===== config.mk =====
export PLATFORM = sky130hd
export DESIGN_NAME = lpsdram_init_seq
export DESIGN_NICKNAME = d
export VERILOG_FILES = /design/src/rtl/lpinit_pkg.sv /design/src/rtl/lpinit_delay_ctr.sv /design/src/rtl/lpinit_cmd_drive.sv /design/src/rtl/lpsdram_init_seq.sv
export SDC_FILE = /design/constraint.sdc
export NUM_CORES = 1
export LEC_CHECK = 0
export CORE_ASPECT_RATIO = 2
export CORE_UTILIZATION = 40
export CTS_BUF_LIST = sky130_fd_sc_hd__clkbuf_8
export CTS_CLUSTER_SIZE = 30
export DETAILED_ROUTE_END_ITERATION = 7
export PLACE_DENSITY = 0.69
export SYNTH_ARGS = -nofsm -noshare
export SYNTH_HDL_FRONTEND = slang
export SYNTH_SLANG_ARGS = --single-unit

===== constraint.sdc =====
create_clock -name clk -period 3.55 [get_ports clk]
set_input_delay 0.71 -clock clk [delete_from_list [all_inputs] [get_ports clk]]
set_output_delay 0.71 -clock clk [all_outputs]
set_load 0.05 [all_outputs]

===== src/rtl/lpinit_pkg.sv =====
package lpinit_pkg;

    typedef enum logic [2:0] {
        CMD_NOP  = 3'd0,
        CMD_PREA = 3'd1,
        CMD_AREF = 3'd2,
        CMD_LMR  = 3'd3,
        CMD_LEMR = 3'd4
    } mem_cmd_e;

    typedef enum logic [3:0] {
        S_IDLE,
        S_PWRUP,
        S_CKE_NOP,
        S_PREA,
        S_WAIT_RP,
        S_AREF1,
        S_WAIT_RFC1,
        S_AREF2,
        S_WAIT_RFC2,
        S_LMR,
        S_WAIT_MRD1,
        S_LEMR,
        S_WAIT_MRD2,
        S_DONE,
        S_READY
    } seq_state_e;

endpackage


===== src/rtl/lpinit_delay_ctr.sv =====
module lpinit_delay_ctr #(
    parameter int CNT_W = 8
) (
    input  logic             clk,
    input  logic             rst,
    input  logic             load,
    input  logic [CNT_W-1:0] load_val,
    output logic             expired
);

    logic [CNT_W-1:0] cnt_q;

    always_ff @(posedge clk) begin
        if (rst) begin
            cnt_q <= '0;
        end else if (load) begin
            cnt_q <= load_val;
        end else if (cnt_q != '0) begin
            cnt_q <= cnt_q - 1'b1;
        end
    end

    assign expired = (cnt_q == '0);

    // a running wait shrinks by one per cycle unless reloaded
    a_r3_count_step: assert property (@(posedge clk) disable iff (rst)
        (!load && cnt_q != '0) |=> (cnt_q == $past(cnt_q) - 1'b1));

    // an expired counter holds at zero until reloaded
    a_r3_hold_zero: assert property (@(posedge clk) disable iff (rst)
        (!load && cnt_q == '0) |=> (cnt_q == '0));

endmodule


===== src/rtl/lpinit_cmd_drive.sv =====
module lpinit_cmd_drive
    import lpinit_pkg::*;
#(
    parameter int                ADDR_W    = 13,
    parameter int                BA_W      = 2,
    parameter int                AP_BIT    = 10,
    parameter logic [ADDR_W-1:0] MR_VALUE  = '0,
    parameter logic [ADDR_W-1:0] EMR_VALUE = '0
) (
    input  mem_cmd_e          cmd_sel,
    output logic [2:0]        cmd_code,
    output logic [BA_W-1:0]   bank,
    output logic [ADDR_W-1:0] addr
);

    localparam logic [BA_W-1:0]   BANK_MR  = BA_W'(0);
    localparam logic [BA_W-1:0]   BANK_EMR = BA_W'(2);
    localparam logic [ADDR_W-1:0] ALL_BANK = ADDR_W'(1) << AP_BIT;

    always_comb begin
        cmd_code = cmd_sel;
        bank     = '0;
        addr     = '0;
        unique case (cmd_sel)
            CMD_PREA: addr = ALL_BANK;
            CMD_LMR: begin
                bank = BANK_MR;
                addr = MR_VALUE;
            end
            CMD_LEMR: begin
                bank = BANK_EMR;
                addr = EMR_VALUE;
            end
            default: ;
        endcase
    end

endmodule


===== src/rtl/lpsdram_init_seq.sv =====
module lpsdram_init_seq
    import lpinit_pkg::*;
#(
    parameter int                ADDR_W    = 13,
    parameter int                BA_W      = 2,
    parameter int                AP_BIT    = 10,
    parameter int                T_PWRUP   = 20000,
    parameter int                T_RP      = 3,
    parameter int                T_RFC     = 8,
    parameter int                T_MRD     = 2,
    parameter logic [ADDR_W-1:0] MR_VALUE  = 13'h0032,
    parameter logic [ADDR_W-1:0] EMR_VALUE = 13'h0000
) (
    input  logic              clk,
    input  logic              rst,
    input  logic              seq_start,
    output logic              seq_done,
    output logic              mem_ready,
    output logic              mem_cke,
    output logic [2:0]        mem_cmd,
    output logic [BA_W-1:0]   mem_bank,
    output logic [ADDR_W-1:0] mem_addr
);

    localparam int MAX_A = (T_PWRUP > T_RFC) ? T_PWRUP : T_RFC;
    localparam int MAX_B = (T_RP > T_MRD) ? T_RP : T_MRD;
    localparam int MAX_D = (MAX_A > MAX_B) ? MAX_A : MAX_B;
    localparam int CNT_W = $clog2(MAX_D + 1);

    seq_state_e       state_q, state_d;
    mem_cmd_e         cmd_sel;
    logic             ctr_load;
    logic             ctr_expired;
    logic [CNT_W-1:0] ctr_val;

    // Cycles spent in a state, minus one; single-cycle states load zero
    function automatic logic [CNT_W-1:0] stay_len(seq_state_e s);
        unique case (s)
            S_PWRUP:                  return CNT_W'(T_PWRUP - 1);
            S_WAIT_RP:                return CNT_W'(T_RP - 1);
            S_WAIT_RFC1, S_WAIT_RFC2: return CNT_W'(T_RFC - 1);
            S_WAIT_MRD1, S_WAIT_MRD2: return CNT_W'(T_MRD - 1);
            default:                  return '0;
        endcase
    endfunction

    // State register
    always_ff @(posedge clk) begin
        if (rst) begin
            state_q <= S_IDLE;
        end else begin
            state_q <= state_d;
        end
    end

    // Next-state logic
    always_comb begin
        state_d = state_q;
        unique case (state_q)
            S_IDLE:      if (seq_start)   state_d = S_PWRUP;
            S_PWRUP:     if (ctr_expired) state_d = S_CKE_NOP;
            S_CKE_NOP:                    state_d = S_PREA;
            S_PREA:                       state_d = S_WAIT_RP;
            S_WAIT_RP:   if (ctr_expired) state_d = S_AREF1;
            S_AREF1:                      state_d = S_WAIT_RFC1;
            S_WAIT_RFC1: if (ctr_expired) state_d = S_AREF2;
            S_AREF2:                      state_d = S_WAIT_RFC2;
            S_WAIT_RFC2: if (ctr_expired) state_d = S_LMR;
            S_LMR:                        state_d = S_WAIT_MRD1;
            S_WAIT_MRD1: if (ctr_expired) state_d = S_LEMR;
            S_LEMR:                       state_d = S_WAIT_MRD2;
            S_WAIT_MRD2: if (ctr_expired) state_d = S_DONE;
            S_DONE:                       state_d = S_READY;
            S_READY:     if (seq_start)   state_d = S_PWRUP;
            default:                      state_d = S_IDLE;
        endcase
    end

    assign ctr_load = (state_d != state_q);
    assign ctr_val  = stay_len(state_d);

    // Output logic
    always_comb begin
        cmd_sel   = CMD_NOP;
        mem_cke   = 1'b1;
        seq_done  = 1'b0;
        mem_ready = 1'b0;
        unique case (state_q)
            S_IDLE, S_PWRUP: mem_cke   = 1'b0;
            S_PREA:          cmd_sel   = CMD_PREA;
            S_AREF1,
            S_AREF2:         cmd_sel   = CMD_AREF;
            S_LMR:           cmd_sel   = CMD_LMR;
            S_LEMR:          cmd_sel   = CMD_LEMR;
            S_DONE:          seq_done  = 1'b1;
            S_READY:         mem_ready = 1'b1;
            default: ;
        endcase
    end

    lpinit_delay_ctr #(
        .CNT_W (CNT_W)
    ) u_delay (
        .clk      (clk),
        .rst      (rst),
        .load     (ctr_load),
        .load_val (ctr_val),
        .expired  (ctr_expired)
    );

    lpinit_cmd_drive #(
        .ADDR_W    (ADDR_W),
        .BA_W      (BA_W),
        .AP_BIT    (AP_BIT),
        .MR_VALUE  (MR_VALUE),
        .EMR_VALUE (EMR_VALUE)
    ) u_drive (
        .cmd_sel  (cmd_sel),
        .cmd_code (mem_cmd),
        .bank     (mem_bank),
        .addr     (mem_addr)
    );

    // completion pulse lasts a single cycle
    a_r5_done_single: assert property (@(posedge clk) disable iff (rst)
        seq_done |=> !seq_done);

    // ready follows the completion pulse
    a_r5_ready_after_done: assert property (@(posedge clk) disable iff (rst)
        seq_done |=> mem_ready);

    // command bus is idle while clock enable is low
    a_r2_cke_low_nop: assert property (@(posedge clk) disable iff (rst)
        !mem_cke |-> (mem_cmd == 3'd0));

    // completion only after the final mode-register wait
    a_r3_done_after_lemr: assert property (@(posedge clk) disable iff (rst)
        seq_done |-> ($past(state_q) == S_WAIT_MRD2));

    // only defined command codes appear
    a_r4_legal_code: assert property (@(posedge clk) disable iff (rst)
        mem_cmd <= 3'd4);

    // ready drops only because of a new request or reset
    a_r8_ready_drop_cause: assert property (@(posedge clk) disable iff (rst)
        $fell(mem_ready) |-> ($past(seq_start) || $past(rst)));

endmodule


# Word-level counts from Yosys, hierarchy flattened
# Cells that the tools add are included.
[word_totals]
regBits = 19
out_inout_bits = 21
elab_cells = 53
[op_classes]
n_addsub = 1
eq_ne = 24
muxes = 17
reduce_logical = 9
[op_table]
columns = ["op", "count"]
rows = [
  ["$pmux W15 S4", 1],
  ["$pmux W4 S14", 1],
  ["$eq A4 B4 Y1 const B", 10],
  ["$mux W15", 2],
  ["$mux W4", 7],
  ["$eq A4 B3 Y1 const B", 6],
  ["$pmux W11 S2", 1],
  ["$logic_not A15 Y1", 1],
  ["$reduce_bool A15 Y1", 1],
  ["$sub A15 B1 Y15 const B", 1],
  ["$pmux W3 S4", 1],
  ["$reduce_or A2 Y1", 5],
  ["$eq A4 B1 Y1 const B", 2],
  ["$eq A4 B2 Y1 const B", 2],
  ["$logic_not A4 Y1", 1],
  ["$ne A4 B4 Y1", 1],
  ["$eq A3 B1 Y1 const B", 1],
  ["$eq A3 B2 Y1 const B", 1],
  ["$eq A3 B3 Y1 const B", 1],
  ["$mux W1", 3],
  ["$mux W2", 1],
  ["$reduce_bool A2 Y1", 1],
]

# Logic depth before layout (Yosys ltp)
[depth]
word_depth = 7
mapped_depth = 8

# Modules after synthesis
# A second synthesis with hierarchy kept.
[hier_totals]
cells_unflattened = 203
hier_area_um2 = 1677.9
[modules_own_cells]
columns = ["mod", "instances", "cells_each", "area_each_um2", "seq_area_each_um2"]
rows = [
  ["lpinit_delay_ctr", 1, 102, 898.4, 300.3],
  ["lpsdram_init_seq", 1, 82, 638.1, 80.1],
  ["lpinit_cmd_drive", 1, 19, 141.4, 0.0],
]

# Least setup slack after synthesis
# OpenSTA, ideal clock, no wires.
[synth_path]
kind = "reg2out"
from = "register state_q[2]"
to = "output port mem_addr[4]"
arrival_ns = 1.801
required_time_ns = 2.840
setup_slack_ns = 1.039
path_stages_with_launch = 5
path_buffers = 2
cell_sequence = "dfxtp_1 > clkbuf_1 > nand2b_1 > nor2_1 > buf_4"
[synth_via]
elab_chain_cells = 5
[synth_lines]
columns = ["item", "line_no", "source"]
rows = [
  ["from (decl)", "lpsdram_init_seq.sv:30", "seq_state_e state_q, state_d;"],
  ["from (signal assigned)", "lpsdram_init_seq.sv:52", "state_q <= state_d;"],
  ["$eq A4 B3 Y1", "lpsdram_init_seq.sv:88", "unique case (state_q)"],
  ["$reduce_or A2 Y1", "lpsdram_init_seq.sv:88", ""],
  ["$pmux W3 S4 *", "lpsdram_init_seq.sv:88", ""],
  ["$eq A3 B2 Y1 / $eq A3 B1 Y1 (equally long branches)", "lpinit_cmd_drive.sv:24", "unique case (cmd_sel)"],
  ["$pmux W11 S2 *", "lpinit_cmd_drive.sv:24", ""],
  ["to (decl)", "lpsdram_init_seq.sv:22", "output logic [ADDR_W-1:0] mem_addr"],
]
# Mark *: on every way between the ends. The rest lies on a longest branch, timed or not.

# Worst setup path after layout
[layout_path]
from = "register state_q[3]"
to = "output port mem_cmd[1]"
[layout_via]
elab_chain_cells = 3
[layout_lines]
columns = ["item", "line_no", "source"]
rows = [
  ["$eq A4 B3 Y1", "lpsdram_init_seq.sv:88", ""],
  ["$reduce_or A2 Y1", "lpsdram_init_seq.sv:88", ""],
  ["$pmux W3 S4 *", "lpsdram_init_seq.sv:88", ""],
  ["to (decl)", "lpsdram_init_seq.sv:20", "output logic [2:0] mem_cmd,"],
]
# Marked as above.

==> impl_metrics.csv <==
group,metric,value,unit
clock_network,clk_latency,0.25,ns
clock_network,cts_sinks,19,
finish,layout_commonest_cell,"nor2_1",
global_route,grt_pass1_vias,1033,
timing,setup_viol,0,
floorplan,start_util,41.74,%
floorplan,die-area,3272,µm²
finish,final_cell_mix,"nor2_1, dfxtp_1, nand2_1, clkdlybuf4s50_1",
place,io_buffers,13,
synth,synth_top_area_share,31.34,%
clock_network,clk_pin_slew_worst_paths,0.07,ns
route,vias,1110,
synth,synth-edff-count,0,
place,gp_congestion,0.7949,
finish,fin_util,45.91,%
synth,ys.flop_type,"dfxtp_1",
timing,hold_viol_final,0,
setup_path,crit_required,2.84,ns
synth,syn-cell-area,1214,µm²
pwr,p_switching,404.8,µW
hold_path,hold_class,"reg -> reg",
job,maxCapViolCount,0,
route,wire_per_inst,13.24,µm
floorplan,core,2908,µm²
timing,drv_slew,0,
clock_network,cts_inserted_buffers,3,
place,place_area,1289,µm²
floorplan,fp.dieW,40.95,µm
clock_network,cts_root_buf,"clkbuf_8",
clock_network,cts_tree,"yes",
timing,max_freq,354.4,MHz
setup_path,cp-start-kind,"register",
floorplan,num_io_pins,24,
clock_network,post_cts_buffers,0,
global_route,track_usage,18.22,%
timing,layout_setup_ws,0.7281,ns
finish,antenna_cells,0,
clock_network,cts_buffer_depth,2,
timing,rsz0062_at_grt,"no",
synth,yosysWarnings,0,
pwr,p_per_area,694.9,nW/µm²
setup_path,critPathArrivalTime,2.11,ns
synth,ys_types,44,
setup_path,crit_type,"reg -> out",
synth,syn_inst,159,
timing,worst_pin_slew,0.5206,ns
floorplan,rows,28,
synth,synthArstFlopShare,0,%
pwr,p_clk_share,15.9,%
setup_path,crit_path_end_kind,"output port",
place,dpl_worst_slack,1.015,ns
finish,final_cells,196,
route,first_iter_violations,28,
pwr,max-vdd-ir-drop,306.6,µV
synth,synthTopCellsByArea,"dfxtp_1, buf_4, nor2_1, xnor2_1, a21oi_1",
synth,ys_ff_latch,19,
timing,fin_setup_tns,0,ns
pwr,switching_share,43.63,%
place,dpl.hpwl,2017,µm
route,drtAntennaViolNets,0,
pwr,combPwrFrac,47.5,%
route,viasPerCell,5.663,
synth,yosysSeqAreaShare,31.34,%
place,placed_cells,192,
timing,slew_headroom,65.19,%
timing,fin_crit_sh,79.49,%
finish,seq_area,380.4,µm²
global_route,antenna_found_initial,0,
global_route,grt_max_degree,15,
global_route,grt_pass1_wl,4326,µm
finish,multi_input_area,721.9,µm²
setup_path,critical_path.max_fanout,14,
pwr,p_int,523.0,µW
route,dr.pass1.iters,4,
route,drc_errors,0,
pwr,cellLeakagePower,0.4770,nW
route,routed_wl,2595,µm
timing,fin_crit,2.822,ns
clock_network,cts_resized,0,
finish,nets,171,
synth,yosysTopAreaCell,"dfxtp_1",
status,status,"completed",
finish,drive_gt1_share,7.229,%
clock_network,htree_num_levels,1,
pwr,seq_power_share,36.6,%
global_route,overflow,0,
finish,final_area,1335,µm²
synth,syn_avg_cell_area,7.633,µm²
timing,fin_skew,0.003355,ns
finish,fillCellCount,280,
clock_network,cts_hold_buffers,0,
finish,synthToLayoutAreaGrowth,10.00,%
floorplan,chipHeight,79.90,µm
==> per-layer routing <==
| layer | share of wire (%) | global-route usage (%) |
|---|---|---|
| met3 | 3.0 | 3.064 |
| met4 | 3.9 | 9.333 |
| met2 | 53 | 30.94 |
| met5 | 0 | 0 |
| met1 | 39 | 19.55 |
==> through the flow <==
stage	power [mW]	hold WS, ns
after CTS	0.9286	0.5165
after detailed placement	0.7778	0.5032
final	0.9278	0.5270
after global placement	0.7705	0.4961
after global routing	1.001	0.5624
after floorplan	0.7099	0.4718
==> registers in the layout, indices dropped and copies added, names as in the netlist <==
register,cells
u_delay.cnt_q,15
state_q,4
==> power groups by stage <==
stage / clock, mW / combinational [mW] / sequential (mW)
2_1_floorplan: 0 / 0.391 / 0.319
3_3_place_gp: 0 / 0.432 / 0.339
3_5_place_dp: 0 / 0.437 / 0.341
4_1_cts: 0.151 / 0.440 / 0.337
5_1_grt: 0.157 / 0.497 / 0.346
6_report: 0.147 / 0.441 / 0.339
==> worst paths after layout <==
check                      end  depth (start not counted)  slack (ns)         startpoint
max                 mem_cmd[1]                          5        0.73         state_q[3]
min          u_delay.cnt_q[14]                          2        0.53  u_delay.cnt_q[14]
max reg2reg   u_delay.cnt_q[3]                          6        1.27   u_delay.cnt_q[0]
min reg2reg  u_delay.cnt_q[14]                          2        0.53  u_delay.cnt_q[14]
==> Yosys cell counts, drive strengths merged, types with 2 or more instances <==
cell,instances
clkbuf,2
o21ai,5
xnor2,7
nand3,8
and3,2
or3,2
nor4,3
inv,5
nand2b,3
nand2,13
a31oi,2
buf,17
nand4,2
xor2,3
a311oi,2
nor2,23
a221oi,2
dfxtp,19
a21oi,12
nor3,10
==> final cells by class <==
class	count	share of cell area (%)
clock buffer	3	3.093
tap	30	2.812
inverter	5	1.406
multi-input combinational	125	54.08
sequential	19	28.49
timing repair buffer	13	9.747
clock inverter	1	0.3749
==> cell families after synthesis <==
kind of cell | synth area share (%)
AO/OA/AOI/OAI | 18.46
XOR/XNOR | 7.217
adder cells (fa/ha/maj) | 1.031
buffers and inverters | 11.96
flip-flops | 31.34
other | 0.3090
AND/OR/NAND/NOR | 29.69
==> critical path, cell delays in order (launching register included) <==
cell	delay, ns
dfxtp_1	0.58
nand2b_1	0.19
nor2_1	0.13
a21oi_1	0.05
nor2_1	0.10
clkdlybuf4s50_1	0.81
No activity file was read; power rests on OpenSTA's default activity.
